$ cat src/rtl/uart_pkg.sv
package uart_pkg;
  typedef enum logic [2:0] {
    A_LCTL  = 3'd0,
    A_MASK  = 3'd1,
    A_DIV   = 3'd2,
    A_STAT  = 3'd3,
    A_RXDAT = 3'd4,
    A_TXDAT = 3'd5
  } reg_addr_e;

  localparam int S_RXDONE  = 0;
  localparam int S_TXDONE  = 1;
  localparam int S_FERR    = 2;
  localparam int S_RXFULL  = 3;
  localparam int S_TXEMPTY = 4;
  localparam int N_SRC     = 5;
  localparam int TICKS_PER_BIT = 16;
endpackage

$ cat src/rtl/uart_fifo.sv
module uart_fifo #(
  parameter int W = 8,
  parameter int DEPTH = 16
) (
  input  logic         clk,
  input  logic         rst_n,
  input  logic         push,
  input  logic [W-1:0] din,
  input  logic         pop,
  output logic [W-1:0] dout,
  output logic         empty,
  output logic         full
);
  localparam int AW = $clog2(DEPTH);
  logic [W-1:0] mem [DEPTH];
  logic [AW:0] wp, rp, cnt;

  assign cnt   = wp - rp;
  assign empty = (cnt == '0);
  assign full  = (cnt == (AW+1)'(DEPTH));
  assign dout  = mem[rp[AW-1:0]];

  always_ff @(posedge clk) begin
    if (!rst_n) begin
      wp <= '0;
      rp <= '0;
    end else begin
      if (push && !full) begin
        mem[wp[AW-1:0]] <= din;
        wp <= wp + 1'b1;
      end
      if (pop && !empty) rp <= rp + 1'b1;
    end
  end

  a_r6_no_overflow: assert property (@(posedge clk) disable iff (!rst_n)
    cnt <= (AW+1)'(DEPTH));
  a_r6_full_push_dropped: assert property (@(posedge clk) disable iff (!rst_n)
    (full && push && !pop) |=> $stable(wp));
endmodule

$ cat src/rtl/uart_baud.sv
module uart_baud #(
  parameter int DIV_W = 16
) (
  input  logic             clk,
  input  logic             rst_n,
  input  logic [DIV_W-1:0] div,
  output logic             tick
);
  logic [DIV_W-1:0] cnt, lim;

  assign lim  = (div == '0) ? '0 : div - 1'b1;
  assign tick = (cnt >= lim);

  always_ff @(posedge clk) begin
    if (!rst_n) cnt <= '0;
    else        cnt <= tick ? '0 : cnt + 1'b1;
  end

  a_r2_tick_spacing: assert property (@(posedge clk) disable iff (!rst_n)
    (tick && div > 1 && $stable(div)) |=> !tick);
endmodule

$ cat src/rtl/uart_tx.sv
module uart_tx (
  input  logic       clk,
  input  logic       rst_n,
  input  logic       tick,
  input  logic       have,
  input  logic [7:0] data,
  output logic       pop,
  output logic       done,
  output logic       txd
);
  import uart_pkg::*;
  logic       busy;
  logic [9:0] sh;
  logic [3:0] sub, bitn;
  logic       last_tick;

  assign last_tick = tick && (sub == 4'(TICKS_PER_BIT - 1));
  assign pop  = !busy && tick && have;
  assign done = busy && last_tick && (bitn == 4'd9);
  assign txd  = busy ? sh[0] : 1'b1;

  always_ff @(posedge clk) begin
    if (!rst_n) begin
      busy <= 1'b0;
      sh   <= '1;
      sub  <= '0;
      bitn <= '0;
    end else if (pop) begin
      sh   <= {1'b1, data, 1'b0};
      busy <= 1'b1;
      sub  <= '0;
      bitn <= '0;
    end else if (busy && tick) begin
      sub <= sub + 1'b1;
      if (last_tick) begin
        if (bitn == 4'd9) busy <= 1'b0;
        else begin
          bitn <= bitn + 1'b1;
          sh   <= {1'b1, sh[9:1]};
        end
      end
    end
  end

  a_r3_start_low: assert property (@(posedge clk) disable iff (!rst_n)
    $rose(busy) |-> !txd);
  a_r3_stop_high: assert property (@(posedge clk) disable iff (!rst_n)
    (busy && bitn == 4'd9) |-> txd);
endmodule

$ cat src/rtl/uart_rx.sv
module uart_rx (
  input  logic       clk,
  input  logic       rst_n,
  input  logic       tick,
  input  logic       rxd,
  output logic       push,
  output logic       ferr,
  output logic [7:0] byte_out
);
  import uart_pkg::*;
  typedef enum logic [1:0] {IDLE, START, DATA, STOP} rx_st_e;
  rx_st_e     st;
  logic       s1, s2, s3;
  logic [3:0] sub;
  logic [2:0] bitn;
  logic       mid, last_tick;

  assign mid       = tick && (sub == 4'(TICKS_PER_BIT/2 - 1));
  assign last_tick = tick && (sub == 4'(TICKS_PER_BIT - 1));
  assign push = (st == STOP) && last_tick && s2;
  assign ferr = (st == STOP) && last_tick && !s2;

  always_ff @(posedge clk) begin
    if (!rst_n) begin
      s1 <= 1'b1; s2 <= 1'b1; s3 <= 1'b1;
      st <= IDLE;
      sub <= '0;
      bitn <= '0;
      byte_out <= '0;
    end else begin
      s1 <= rxd; s2 <= s1; s3 <= s2;
      case (st)
        IDLE: if (s3 && !s2) begin st <= START; sub <= '0; end
        START: if (mid) begin
                 sub <= '0;
                 st  <= s2 ? IDLE : DATA;
                 bitn <= '0;
               end else if (tick) sub <= sub + 1'b1;
        DATA: if (tick) begin
                sub <= sub + 1'b1;
                if (last_tick) begin
                  byte_out <= {s2, byte_out[7:1]};
                  bitn <= bitn + 1'b1;
                  if (bitn == 3'd7) st <= STOP;
                end
              end
        STOP: if (tick) begin
                sub <= sub + 1'b1;
                if (last_tick) st <= IDLE;
              end
        default: st <= IDLE;
      endcase
    end
  end

  a_r4_start_confirmed: assert property (@(posedge clk) disable iff (!rst_n)
    (st == START && mid && s2) |=> st == IDLE);
endmodule

$ cat src/rtl/uart_mmio.sv
module uart_mmio #(
  parameter int DIV_W = 16,
  parameter int DEPTH = 16,
  parameter logic [15:0] DIV_RESET = 16'd1
) (
  input  logic        clk,
  input  logic        rst_n,
  input  logic        bus_sel,
  input  logic        bus_we,
  input  logic [2:0]  bus_addr,
  input  logic [15:0] bus_wdata,
  output logic [15:0] bus_rdata,
  output logic        txd,
  input  logic        rxd,
  output logic        irq
);
  import uart_pkg::*;
  logic [7:0]       lctl;
  logic [5:0]       mask;
  logic [DIV_W-1:0] div;
  logic [N_SRC-1:0] stat, set_ev;
  logic [7:0]       last_rx, tx_dout, rx_dout, rx_byte;
  logic tick, tx_pop, tx_done, tx_empty, tx_full, tx_push;
  logic rx_push, rx_ferr, rx_pop, rx_empty, rx_full;
  logic rx_full_q, tx_empty_q, wr, rd;

  assign wr = bus_sel && bus_we;
  assign rd = bus_sel && !bus_we;
  assign tx_push = wr && (bus_addr == A_TXDAT);
  assign rx_pop  = rd && (bus_addr == A_RXDAT);

  uart_baud #(.DIV_W(DIV_W)) u_baud (.clk, .rst_n, .div, .tick);

  uart_fifo #(.W(8), .DEPTH(DEPTH)) u_txq (
    .clk, .rst_n, .push(tx_push), .din(bus_wdata[7:0]), .pop(tx_pop),
    .dout(tx_dout), .empty(tx_empty), .full(tx_full));

  uart_tx u_tx (.clk, .rst_n, .tick, .have(!tx_empty), .data(tx_dout),
    .pop(tx_pop), .done(tx_done), .txd);

  uart_rx u_rx (.clk, .rst_n, .tick, .rxd, .push(rx_push), .ferr(rx_ferr),
    .byte_out(rx_byte));

  uart_fifo #(.W(8), .DEPTH(DEPTH)) u_rxq (
    .clk, .rst_n, .push(rx_push), .din(rx_byte), .pop(rx_pop),
    .dout(rx_dout), .empty(rx_empty), .full(rx_full));

  always_comb begin
    set_ev = '0;
    set_ev[S_RXDONE]  = rx_push;
    set_ev[S_TXDONE]  = tx_done;
    set_ev[S_FERR]    = rx_ferr;
    set_ev[S_RXFULL]  = rx_full && !rx_full_q;
    set_ev[S_TXEMPTY] = tx_empty && !tx_empty_q;
  end

  assign irq = |(stat & ~mask[N_SRC-1:0]);

  always_ff @(posedge clk) begin
    if (!rst_n) begin
      lctl <= '0;
      mask <= '1;
      div  <= DIV_W'(DIV_RESET);
      stat <= '0;
      last_rx <= '0;
      bus_rdata <= '0;
      rx_full_q <= 1'b0;
      tx_empty_q <= 1'b1;
    end else begin
      rx_full_q  <= rx_full;
      tx_empty_q <= tx_empty;
      if (wr && bus_addr == A_STAT) stat <= (stat & bus_wdata[N_SRC-1:0]) | set_ev;
      else                          stat <= stat | set_ev;
      if (wr) begin
        case (bus_addr)
          A_LCTL: lctl <= bus_wdata[7:0];
          A_MASK: mask <= bus_wdata[5:0];
          A_DIV:  div  <= bus_wdata[DIV_W-1:0];
          default: ;
        endcase
      end
      if (rd) begin
        case (bus_addr)
          A_LCTL: bus_rdata <= {8'd0, lctl};
          A_MASK: bus_rdata <= {10'd0, mask};
          A_DIV:  bus_rdata <= 16'(div);
          A_STAT: bus_rdata <= {10'd0, !tx_full, stat};
          A_RXDAT: begin
            bus_rdata <= {8'd0, rx_empty ? last_rx : rx_dout};
            if (!rx_empty) last_rx <= rx_dout;
          end
          default: bus_rdata <= '0;
        endcase
      end
    end
  end

  a_r7_rx_done_latched: assert property (@(posedge clk) disable iff (!rst_n)
    rx_push |=> stat[S_RXDONE]);
  a_r10_error_not_stored: assert property (@(posedge clk) disable iff (!rst_n)
    rx_ferr |-> !rx_push);
  a_r9_masked_quiet: assert property (@(posedge clk) disable iff (!rst_n)
    (mask[N_SRC-1:0] == '1) |-> !irq);
endmodule

$ cat config.mk
export PLATFORM = sky130hd
export DESIGN_NAME = uart_mmio
export DESIGN_NICKNAME = d
export VERILOG_FILES = /design/src/rtl/uart_pkg.sv /design/src/rtl/uart_fifo.sv /design/src/rtl/uart_baud.sv /design/src/rtl/uart_tx.sv /design/src/rtl/uart_rx.sv /design/src/rtl/uart_mmio.sv
export SDC_FILE = /design/constraint.sdc
export NUM_CORES = 1
export LEC_CHECK = 0
export CAP_MARGIN = 20
export CELL_PAD_IN_SITES_DETAIL_PLACEMENT = 1
export CELL_PAD_IN_SITES_GLOBAL_PLACEMENT = 2
export CORE_MARGIN = 2
export CORE_UTILIZATION = 45
export DETAILED_ROUTE_END_ITERATION = 6
export GPL_TIMING_DRIVEN = 0
export PLACE_DENSITY_LB_ADDON = 0.08
export SLEW_MARGIN = 20
export SYNTH_ARGS = -nofsm -noshare
export SYNTH_HDL_FRONTEND = slang
export SYNTH_SLANG_ARGS = --single-unit
$ cat constraint.sdc
create_clock -name clk -period 5.8 [get_ports clk]
set_clock_uncertainty 0.1 [all_clocks]
set_input_delay 1.16 -clock clk [delete_from_list [all_inputs] [get_ports clk]]
set_output_delay 1.16 -clock clk [all_outputs]
set_load 0.1 [all_outputs]
* Yosys cells after proc, flatten, opt, wreduce, memory -nomap -nowiden
Memory sizes are Yosys's and may differ from the RTL's. A register that Yosys moved wholly into a read port is not among the register bits.
Cells that the tools add are included.
** Cells by class
- Add/subtract/negate cells :: 12
- Order comparisons :: 1
- Eq/ne operators :: 23
- Multiplexer cells :: 40
- Bitwise operators :: 7
- Reduce and logical (&&, ||, !) cells :: 55
** Operator list (count)
- one-hot mux 16 bit (5 select lines) :: 1
- 2-to-1 mux 9 bit :: 4
- 2-to-1 mux 4 bit :: 7
- logical AND 1 bit :: 23
- adder 5 x 1 -> 5 bit, second input constant :: 4
- adder 16 x 1 -> 16 bit, second input constant :: 1
- >= comparator 16 bit :: 1
- logical NOT 16 bit :: 1
- 2-to-1 mux 16 bit :: 1
- 2-to-1 mux 2 bit :: 8
- subtractor 16 x 1 -> 16 bit, second input constant :: 1
- adder 4 x 1 -> 4 bit, second input constant :: 3
- equality test 4 bit, second input constant :: 3
- one-hot mux 4 bit (3 select lines) :: 1
- AND reduction 3 bit :: 4
- 2-to-1 mux 1 bit :: 11
- AND 5 bit :: 2
- equality test 5 bit, second input constant :: 2
- logical NOT 5 bit :: 2
- != test 2 x 1 -> 1 bit, second input constant :: 5
- bitwise OR 5 bit :: 2
- subtractor 5 bit :: 2
- equality test 3 bit, second input constant :: 3
- logical NOT 1 bit :: 9
- other kinds (22) :: 37
** Storage, ports and cells
- Bits in registers :: 135
- Bits in writable memories :: 256
- Memories :: 2
** Memories
- u_rxq.mem :: words 16, bits a word 8, read ports 1, clocked after Yosys merged registers in 1, write ports 1, line uart_fifo.sv:15 : logic [W-1:0] mem [DEPTH];
- u_txq.mem :: words 16, bits a word 8, read ports 1, clocked after Yosys merged registers in 1, write ports 1, line uart_fifo.sv:15

* Longest topological paths before layout
Gate-level depths: netlist of run 1.
- Depth in word-level cells :: 10
- Gate-level depth with buffers :: 16

* Modules after synthesis
From an unflattened synthesis of run 1, not the netlist that was laid out.
** Unflattened totals
- Cells, all modules :: 1245
- Area total of the unflattened synthesis :: 17261.6 um^2
** Modules (own cells, without submodules)
- uart_fifo :: times used 2, cells each 287, area an instance 5723.0 um^2, sequential area each 4124.0 um^2
- uart_mmio :: times used 1, cells each 289, area an instance 2703.8 um^2, sequential area each 1221.2 um^2
- uart_baud :: times used 1, cells each 175, area an instance 1366.3 um^2, sequential area each 320.3 um^2
- uart_rx :: times used 1, cells each 110, area an instance 940.9 um^2, sequential area each 400.4 um^2
- uart_tx :: times used 1, cells each 97, area an instance 804.5 um^2, sequential area each 360.3 um^2

* Worst setup path after synthesis of run 1
No wires, ideal clock.
- Path kind :: reg-to-reg
- Start :: register div[2]
- End :: memory u_rxq.mem[2][0], enable pin
- Library setup time :: 0.395 ns
- Arrival time :: 4.686 ns
- Required time :: 5.305 ns
- Slack :: 0.620 ns
- Cell stages (with the launch flop) :: 16
- Period minus slack after synthesis :: 5.180 ns
- Path through :: dfxtp_1 -> or4_1 -> nor4_1 -> nand2_1 -> nor4_1 -> xor2_1 -> nand2_1 -> ha_1 -> nand4_1 -> or4_1 -> o32a_1 -> nand2_1 -> nand4_1 -> clkbuf_1 -> clkbuf_1 -> nor4_1
** Between the ends
- Longest elaborated chain between the ends :: 10
- Elaborated cells on any way between the ends :: 11
- Classes of those cells :: add/sub: 1; order compare: 1; mux: 4; reduce/logical: 5
** Ends and longest elaborated chain
- start: declaration :: line uart_mmio.sv:20 : logic [DIV_W-1:0] div;
- start signal: assignment :: line uart_mmio.sv:63 : div <= DIV_W'(DIV_RESET);
- start signal: assignment :: line uart_mmio.sv:78 : A_DIV: div <= bus_wdata[DIV_W-1:0];
- subtractor 16 x 1 -> 16 bit / logical NOT 16 bit (equally long branches) :: line uart_baud.sv:11 : assign lim = (div == '0) ? '0 : div - 1'b1;
- 2-to-1 mux 16 bit (*) :: line uart_baud.sv:11
- >= comparator 16 bit (*) :: line uart_baud.sv:12 : assign tick = (cnt >= lim);
- logical AND 1 bit (*) :: line uart_rx.sv:19 : assign last_tick = tick && (sub == 4'(TICKS_PER_BIT - 1));
- logical AND 1 bit (*) (2 in a row) :: line uart_rx.sv:20 : assign push = (st == STOP) && last_tick && s2;
- logical AND 1 bit (*) :: line uart_fifo.sv:28 : if (push && !full) begin
- 2-to-1 mux 1 bit (*) :: line uart_fifo.sv:28
- 2-to-1 mux 1 bit (*) :: line uart_fifo.sv:24 : if (!rst_n) begin
- 2-to-1 mux 1 bit (not written as such) (*) :: line uart_fifo.sv:29 : mem[wp[AW-1:0]] <= din;
- end: declaration :: line uart_fifo.sv:15
Mark *: on every way between the ends. The rest lies on a longest branch, timed or not.

* Final worst setup path of run 1
- Start :: register div[2]
- End :: memory u_rxq.mem[10][2], enable pin
Same word-level chain as after synthesis.

==> impl_metrics.ini, run 1 <==
[clock_network]
cts.path.max_buffers = 3
clk_latency_ns = 0.57
cts_buffers = 43
clkTransAtPathRegs_ns = 0.06
clockRootBuffer = clkbuf_16
holdBufCountCts = 0
cts_sinks = 399
htreeDepth = 2
cts_tree = built

[placed_design]
hpwl_um = 29600
dpl_worst_slack_ns = -0.178
portBuffers = 40
gp_congestion = 0.781
placed_area_sq_mm = 0.0178

[detailed_routing]
vias = 10200
drtPass1Iterations = 5
vias_per_cell = 5.69
drtIter0Drc = 650
wire_per_inst_um = 23.8
drt_wl_total_um = 42500
drcViolationCount = 0
postRouteAntennaNets = 0

[timing]
timing.final.crit_share_pct = 93.4
hold_viol = 0
min_period_ns = 5.41
finalMaxSlewViolations = 0
maxSlewHeadroom_pct = 28.0
finalSetupViolCount = 0
rsz0062_at_grt = false
fmax_mhz = 185
worstMarginPinSlew_ns = 1.08
fin_hold_ws_ns = 0.324
fin_ws_ns = 0.385

[synthesis]
avgSynthCellArea_sq_um = 14.0
yosysWarnings = 0
syn-cell-area_sq_mm = 0.0167
async_reset_ff_share_pct = 0
postSynthCellCount = 1191
synth_edf_count = 256
ys_dominant_reg_cell = edfxtp_1
synth_cell_types = 59
ys_seq_area_share_pct = 63.1
synth-seq-cells = 399
syn_nets = 1258

[power_and_ir_drop]
p_sw_w = 0.00153
max-vdd-ir-drop_mv = 0.235
p_seq_share_pct = 47.6
p_leak_nw = 6.64
swShare_pct = 23.5
p_clk_share_pct = 42.9
combinationalPowerShare_pct = 9.5
cellPowerDensity_mw_per_mm2 = 336
p_int_w = 0.00498

[floorplan]
placementRows = 70
core_area_sq_mm = 0.0366
ioPinCount = 42
start_util_pct = 45.7
die-area_sq_mm = 0.0387
chipHeight_um = 197
die-width_um = 197

[layout]
drive_gt1_share_pct = 14.7
insertedDiodeCount = 0
num-nets-final = 1353
final_area_sq_mm = 0.0194
syn2layout_area_growth_pct = 15.8
fillers = 3627

[worst_setup_path]
crit_arrival_ns = 5.51
cp-start-kind = register
critical_path_class = register to register
required_ns = 5.89
worstSetupEndpointType = register
worstPathMaxFanout = 8

[worst_hold_path]
min_path_type = register to register

[global_route]
grt_overflow = 0
grt_pass1_vias = 10500
antenna_found_initial = 0
grt_use_total_pct = 22.8
grt_pass1_wl_um = 65100
grt_max_degree = 21

[flow_run]
maxCapViolations = 0

[status]
status = finished clean
## power by group through the flow
stage          Sequential (W)  Clock [W]  Combinational [W]
2_1_floorplan         0.00315          0           0.000415
3_3_place_gp          0.00316          0           0.000618
3_5_place_dp          0.00316          0           0.000627
4_1_cts               0.00310    0.00285           0.000631
5_1_grt               0.00311    0.00296           0.000675
6_report              0.00310    0.00279           0.000621
## registers in the layout (all words and copies together), names as in the netlist, 6 cells and up, named ones only
name,count
bus_rdata,16
div,16
last_rx,8
lctl,8
mask,6
u_baud.cnt,16
u_rx.byte_out,8
u_rxq.mem,128
u_tx.sh,9
u_txq.mem,128
## through the flow
step / utilization, % / TNS, ns / power [W] / std cells
2_1_floorplan: - / 0 / 0.00357 / 1191
3_3_place_gp: 48.4 / -58.05 / 0.00378 / 1699
3_5_place_dp: 48.7 / -7.10 / 0.00379 / 1708
4_1_cts: 52.7 / -0.0642 / 0.00659 / 1784
5_1_grt: 52.9 / 0 / 0.00674 / 1785
6_report: 52.9 / 0 / 0.00651 / 1785
## worst max-delay path, stage by stage, from the launching register on
cell     delay [ns]
dfxtp_1        0.36
or4_1          0.65
nor4_4         0.25
nand2_1        0.17
nor4_1         0.28
xor2_1         0.18
nand2_1        0.08
ha_1           0.29
nand4_1        0.13
or4_1          0.54
o32a_1         0.37
nand2_1        0.14
nand4_1        0.25
or3b_2         0.63
nor2_2         0.61
## cells in the mapped netlist (8+ instances only)
| master | number | area share (%) |
|---|---|---|
| mux4_2 | 85 | 11 |
| a21oi_1 | 53 | 1.6 |
| nor2b_1 | 9 | 0.34 |
| clkbuf_1 | 34 | 0.76 |
| buf_1 | 12 | 0.27 |
| ha_1 | 43 | 3.2 |
| nor3_1 | 23 | 0.69 |
| nor2_1 | 113 | 2.5 |
| o21ai_0 | 36 | 1.1 |
| xor2_1 | 25 | 1.3 |
| edfxtp_1 | 256 | 46 |
| mux2i_1 | 45 | 2.7 |
| nand2b_1 | 14 | 0.52 |
| nand2_1 | 100 | 2.2 |
| dfxtp_1 | 143 | 17 |
| a22oi_1 | 15 | 0.67 |
| nand3_1 | 28 | 0.84 |
| inv_1 | 26 | 0.58 |
| or4_1 | 8 | 0.36 |
| xnor2_1 | 24 | 1.3 |
| nor4_1 | 9 | 0.34 |
## kinds of logic after synthesis
group / after synthesis / share of synthesized area (%)
AOI/OAI and AO/OA: 140 / 5.10
adders and majority gates: 43 / 3.22
and+or+nand+nor: 347 / 9.70
buffers and inverters: 80 / 1.89
xor gates and xnor gates: 50 / 2.70
DFF: 399 / 63.1
muxes: 132 / 14.3
## repair_timing
| action | in CTS | in global routing |
|---|---|---|
| pin swaps | 0 | 2 |
| setup buffers | 0 | 1 |
| hold endpoints to repair | 0 | 0 |
| gates resized for setup | 6 | 16 |
| endpoints found under the setup margin | 84 | 117 |
## layout make-up
cell class / count / area (sq um) / share of cell area, %
Inverter: 26 / 97.6 / 0.504
Clock inverter: 16 / 214 / 1.10
Timing Repair Buffer: 50 / 478 / 2.47
Clock buffer: 60 / 1210 / 6.25
Sequential cell: 399 / 10600 / 54.5
Multi-Input combinational cell: 712 / 6010 / 31.0
Buffer: 54 / 221 / 1.14
Tap cell: 468 / 586 / 3.02
## metal layers
layer,part of all wire (%),global-route usage (%),wire length [um]
met5,0,0,0
met4,2.4,7.21,1030
met3,5.0,3.83,2130
met2,48,37.3,20400
met1,45,31.2,19000
## layout by cell type (no fill, tap or decap), types with 9 or more instances in the layout
master | netlist | routed
mux4_2 | 85 | 85
xor2_1 | 25 | 25
o21ai_0 | 36 | 36
clkbuf_16 | 0 | 44
nand2b_1 | 14 | 14
mux2i_1 | 45 | 45
nand3_1 | 28 | 28
nor3_1 | 23 | 15
ha_1 | 43 | 43
inv_1 | 26 | 26
clkdlybuf4s50_1 | 0 | 40
xnor2_1 | 24 | 24
edfxtp_1 | 256 | 256
nor2b_1 | 9 | 9
buf_1 | 12 | 12
clkbuf_1 | 34 | 43
dfxtp_1 | 143 | 143
buf_2 | 7 | 10
nand2_1 | 100 | 100
a21oi_1 | 53 | 53
nor2_1 | 113 | 109
a22oi_1 | 15 | 15
nor3_4 | 1 | 9
## path summary, 6_finish.rpt
check / slack, ns / from / end / cells after the start
setup / recovery: 0.39 / div[2] / u_rxq.mem[10][2] / 14
hold / removal: 0.32 / u_rx.s1 / u_rx.s2 / 1
setup reg to reg: 0.39 / div[2] / u_rxq.mem[10][2] / 14
hold reg to reg: 0.32 / u_rx.s1 / u_rx.s2 / 1
Note: power is estimated with default switching activity, not from simulation.
==> run 2, diff against run 1 <==
Settings changed: CORE_UTILIZATION 45 to 47, CTS_BUF_LIST set to sky130_fd_sc_hd__clkbuf_8.
==> impl_metrics.ini, run 2 (synthesized netlist as in run 1, its figures left out) <==
[status]
status = finished clean

[power_and_ir_drop]
max-vdd-ir-drop_mv = 0.249
cellPowerDensity_mw_per_mm2 = 320
p_total_w = 0.00616
p_leak_nw = 6.67

[floorplan]
core_area_sq_mm = 0.0353
placementRows = 69
die-area_sq_mm = 0.0371
chipHeight_um = 193
die-width_um = 193
start_util_pct = 47.3
ioPinCount = 42

[timing]
fmax_mhz = 186
finalMaxSlewViolations = 0
finalSetupViolCount = 0
rsz0062_at_grt = false
setup_tns_ns = 0
min_period_ns = 5.38
maxSlewHeadroom_pct = 26.8
timing.final.crit_share_pct = 92.8
worstMarginPinSlew_ns = 1.09
hold_viol = 0

[worst_setup_path]
slowest_delay_ns = 0.66
cp_cell_sequence = or4_1, nor4_4, nand2_1, nor4_1, xor2_1, nand2_1, ha_1, nand4_1, or4_1, o32a_1, nand2_1, nand4_1, clkbuf_2, buf_2, nor4_4, buf_2
required_ns = 6.02
crit_buf_inv = 3
cp-start-kind = register
crit_arrival_ns = 5.60
cpMostUsedCell = nand2_1
critical_path.top_delay_family = simple AND/OR/NAND/NOR gates
worstPathMaxFanout = 10
worstSetupEndpointType = register
critical_path_class = register to register
critPathSlowestCell = or4_1

[clock_network]
clk_latency_ns = 0.62
cts_tree = built
clockRootBuffer = clkbuf_8
cts.path.max_buffers = 3
htreeDepth = 3
cts_buffers = 71
cts_sinks = 399
clkTransAtPathRegs_ns = 0.06

[detailed_routing]
wire_per_inst_um = 22.6
drtPass1Iterations = 5
postRouteAntennaNets = 0
drcViolationCount = 0
drtIter0Drc = 697
drt_wl_total_um = 41400
vias = 10300
vias_per_cell = 5.63

[worst_hold_path]
min_path_type = register to register

[placed_design]
gp_congestion = 0.767
hpwl_um = 29000
dp.cells = 1700
portBuffers = 40

[layout]
fin_util_pct = 54.5
fillers = 3468
stdcell_count = 1832
final_cell_mix = 256 x edfxtp_1, 143 x dfxtp_1, 109 x nor2_1
layout_commonest_cell = edfxtp_1
drive_gt1_share_pct = 16.4
num-nets-final = 1381
insertedDiodeCount = 0
multi_input_area_sq_mm = 0.00600
regArea_sq_mm = 0.0106
syn2layout_area_growth_pct = 15.1

[global_route]
grt_pass1_vias = 10700
antenna_found_initial = 0
grt_overflow = 0
grt_max_degree = 21
grt_use_total_pct = 23.3
grt_pass1_wl_um = 63900

[flow_run]
maxCapViolations = 0
-- run 2: changes by cell type in the layout (fill, tap and decap cells not counted), moves of 2 or more --
| cell | change |
|---|---|
| buf_2 | +2 |
| clkinv_2 | +2 |
| nor3_2 | +3 |
| clkbuf_16 | -44 |
| inv_8 | +2 |
| inv_1 | +24 |
| buf_6 | -2 |
| nor3_4 | -3 |
| bufinv_16 | -5 |
| clkinv_1 | +9 |
| clkbuf_8 | +74 |
| clkbuf_1 | -11 |
-- run 2: what timing repair did --
item / in CTS / in global routing
setup endpoints to repair: 76 / 119
hold buffers: 0 / 0
gates resized for setup: 7 / 11
pin swaps: 0 / 4
setup buffers: 0 / 2
-- run 2: worst paths after layout --
kind / cells after the start / end / slack, ns / start
max: 16 / u_rxq.mem[2][3] / 0.42 / div[2]
min: 1 / u_rx.s2 / 0.31 / u_rx.s1
max reg2reg: 16 / u_rxq.mem[2][3] / 0.42 / div[2]
min reg2reg: 1 / u_rx.s2 / 0.31 / u_rx.s1
-- run 2: per-stage QoR --
step	cell area (sq um)	hold WS [ns]	worst slack, ns
global placement	17700	0.299	-0.974
CTS	19200	0.317	0.0612
finish	19300	0.313	0.419
global route	19300	0.337	0.00599
floorplan	16700	0.286	0.620
detailed placement	17800	0.303	-0.330
-- run 2: metal layers --
layer	wire (um)	vias up	part of all wire [%]	track usage, %
met1	18900	5283	46	32.3
li1	-	4759	-	-
met5	0	-	0	0
met4	842	0	2.0	7.96
met2	19900	215	48	37.2
met3	1820	66	4.4	4.40
-- run 2: cell type report --
class,count,area share (%)
plain buffers,54,1.15
clock buffers,79,5.65
clock inverters,51,1.31
inverters,26,0.507
multi-input cells,712,31.2
flip-flops and latches,399,54.8
well taps,461,3.00
repair buffers,50,2.42
-- run 2: worst reg2reg max path: cells and delay by family, from the launching register on --
family,cells,cell delay (ns)
xor+xnor,1,0.17
buf+inv,3,0.90
compound gates,1,0.41
fa+ha+maj,1,0.30
flops,1,0.38
simple gates,10,2.82
-- run 2: power by group --
group	leakage [nW]	switching, W	internal [W]
Sequential	3.49	0.0000414	0.00306
Combinational	2.41	0.000355	0.000248
Clock	0.776	0.00119	0.00127
==> run 3, diff against run 2 <==
Settings changed: SYNTH_HIERARCHICAL set to 1.
==> impl_metrics.ini, run 3 <==
[status]
status = finished clean

[clock_network]
cts_buffers = 69
cts_tree = built
postCtsSetupRepairBufs = 0
clk_latency_ns = 0.62
clkTransAtPathRegs_ns = 0.06
htreeDepth = 3
cts.path.max_buffers = 3
cts_sinks = 399
holdBufCountCts = 0
clockRootBuffer = clkbuf_8

[detailed_routing]
drt_wl_total_um = 41400
vias_per_cell = 5.53
wire_per_inst_um = 22.0
drtPass1Iterations = 5
drcViolationCount = 0
vias = 10400
postRouteAntennaNets = 0
drtIter0Drc = 534

[layout]
drive_gt1_share_pct = 18.5
final_area_sq_mm = 0.0197
syn2layout_area_growth_pct = 13.9
fillers = 3584
num-nets-final = 1422
final_cell_mix = 256 x edfxtp_1, 143 x dfxtp_1, 103 x nand2_1
layout_commonest_cell = edfxtp_1
insertedDiodeCount = 0

[worst_setup_path]
worstPathMaxFanout = 11
r2r_end = u_rxq/mem[9][5]
reg2reg_slack_ns = 0.48
critical_path_class = register to register
cp-start-kind = register
reg2reg_depth = 17
crit_arrival_ns = 5.45
crit_start = div[10]
required_ns = 5.94
timing.rr.start = div[10]
worstSetupEndpointType = register

[global_route]
grt_pass1_wl_um = 64700
antenna_found_initial = 1
grt_max_degree = 24
grt_use_total_pct = 22.3
grt_overflow = 0
grt_pass1_vias = 11000

[synthesis]
yosysMostFrequentCell = edfxtp_1
synth_cell_types = 71
synth_top_area_share_pct = 44.5
synth-seq-cells = 399
async_reset_ff_share_pct = 0
yosysWarnings = 6
postSynthCellCount = 1245
syn-cell-area_sq_mm = 0.0173
avgSynthCellArea_sq_um = 13.9
syn_nets = 1312
synthTopCellsByCount = 256 x edfxtp_1, 143 x dfxtp_1, 104 x nand2_1, 81 x mux4_2, 79 x nor2_1
ys_dominant_reg_cell = edfxtp_1
synth_edf_count = 256
synth.area.top_cells = edfxtp_1 45%, dfxtp_1 17%, mux4_2 11%
ys_seq_area_share_pct = 61.1
synth_top_area_cell = edfxtp_1

[power_and_ir_drop]
p_int_w = 0.00443
p_seq_share_pct = 53.0
swShare_pct = 22.4
combinationalPowerShare_pct = 3.3
max-vdd-ir-drop_mv = 0.193
p_sw_w = 0.00128
p_leak_nw = 6.83
cellPowerDensity_mw_per_mm2 = 290
p_clk_share_pct = 43.6

[floorplan]
placementRows = 70
die-area_sq_mm = 0.0383
die-width_um = 196
start_util_pct = 47.5
ioPinCount = 42
chipHeight_um = 196
core_area_sq_mm = 0.0363

[timing]
timing.final.crit_share_pct = 91.7
finalSetupViolCount = 0
finalMaxSlewViolations = 0
worstMarginPinSlew_ns = 1.03
hold_viol = 0
rsz0062_at_grt = false
maxSlewHeadroom_pct = 31.4
min_period_ns = 5.32
fin_hold_ws_ns = 0.314
fmax_mhz = 188

[placed_design]
hpwl_um = 28400
gp_congestion = 0.781
placed_area_sq_mm = 0.0182
portBuffers = 39

[worst_hold_path]
whs_path_depth = 1
min_path_type = register to register
worstHoldEndpoint = u_rx/s2
holdCritStartpoint = u_rx/s1

[flow_run]
maxCapViolations = 0
## run 3: cell families (layout without fill, tap and decap cells)
logic type	count (synthesis)	count (layout)	synth area share [%]
DFF	399	399	61.1
AOI/OAI and AO/OA	171	171	7.07
and+or+nand+nor	384	384	11.5
buffers and inverters	89	255	2.40
xor gates and xnor gates	42	42	2.13
adders and majority gates	43	43	3.12
muxes	117	117	12.7
## run 3: worst max path at each step
stage | endpoint | slack (ns) | cells after the start
floorplan | u_rxq/mem[10][0] | 1.30 | 17
global placement | u_rxq/mem[4][4] | -0.53 | 16
detailed placement | u_rxq/mem[5][4] | -0.59 | 16
CTS | u_rxq/mem[4][1] | -0.17 | 16
global route | u_rxq/mem[6][5] | 0.15 | 16
finish | u_rxq/mem[9][5] | 0.48 | 17
## run 3: metrics by stage
stage | total power (W) | TNS, ns | setup WS (ns) | util [%] | cells
after floorplan | 0.00319 | 0 | 1.30 | - | 1245
after global placement | 0.00328 | -60.76 | -0.532 | 50.2 | 1752
after detailed placement | 0.00328 | -59.26 | -0.594 | 50.2 | 1752
after CTS | 0.00579 | -7.49 | -0.170 | 54.0 | 1879
after global routing | 0.00593 | 0 | 0.146 | 54.1 | 1879
final | 0.00571 | 0 | 0.483 | 54.1 | 1879
## run 3: worst max-delay path: stages (launching register included)
cell	delay [ns]
dfxtp_1	0.37
or4_4	0.58
or4_4	0.49
buf_6	0.15
buf_6	0.13
nand2_1	0.08
ha_1	0.17
nand4_1	0.10
o21ai_0	0.14
nor3b_1	0.31
nand2_1	0.13
nand2_2	0.26
nand4_1	0.28
nor3_4	0.37
o41ai_2	0.18
buf_6	0.17
or3b_4	0.44
nor2_2	0.46
## run 3: power groups by stage
| stage | logic, W | registers [W] | clock network [W] |
|---|---|---|---|
| after floorplan | 0.0000957 | 0.00310 | 0 |
| after global placement | 0.000189 | 0.00309 | 0 |
| after detailed placement | 0.000191 | 0.00309 | 0 |
| after CTS | 0.000192 | 0.00303 | 0.00257 |
| after global routing | 0.000209 | 0.00303 | 0.00269 |
| final | 0.000189 | 0.00303 | 0.00249 |
## run 3: cell type report
cell class | instances | area (sq um) | area share [%]
Sequential cell | 399 | 10600 | 53.6
Multi-Input combinational cell | 757 | 6380 | 32.4
Clock buffer | 80 | 1100 | 5.60
Tap cell | 468 | 586 | 2.98
Timing Repair Buffer | 39 | 385 | 1.96
Buffer | 56 | 290 | 1.48
Clock inverter | 47 | 251 | 1.28
Inverter | 33 | 124 | 0.630
## run 3: routing by layer
layer	global-route usage [%]	vias up	routed length (um)
li1	-	4921	-
met1	29.4	5227	18700
met2	37.8	157	20500
met3	3.99	82	1260
met5	0	-	0
met4	7.32	0	1030
## run 3: repair_timing
item | in CTS | in global routing
resized for setup | 11 | 14
endpoints found under the setup margin | 128 | 128
pin swaps | 0 | 0
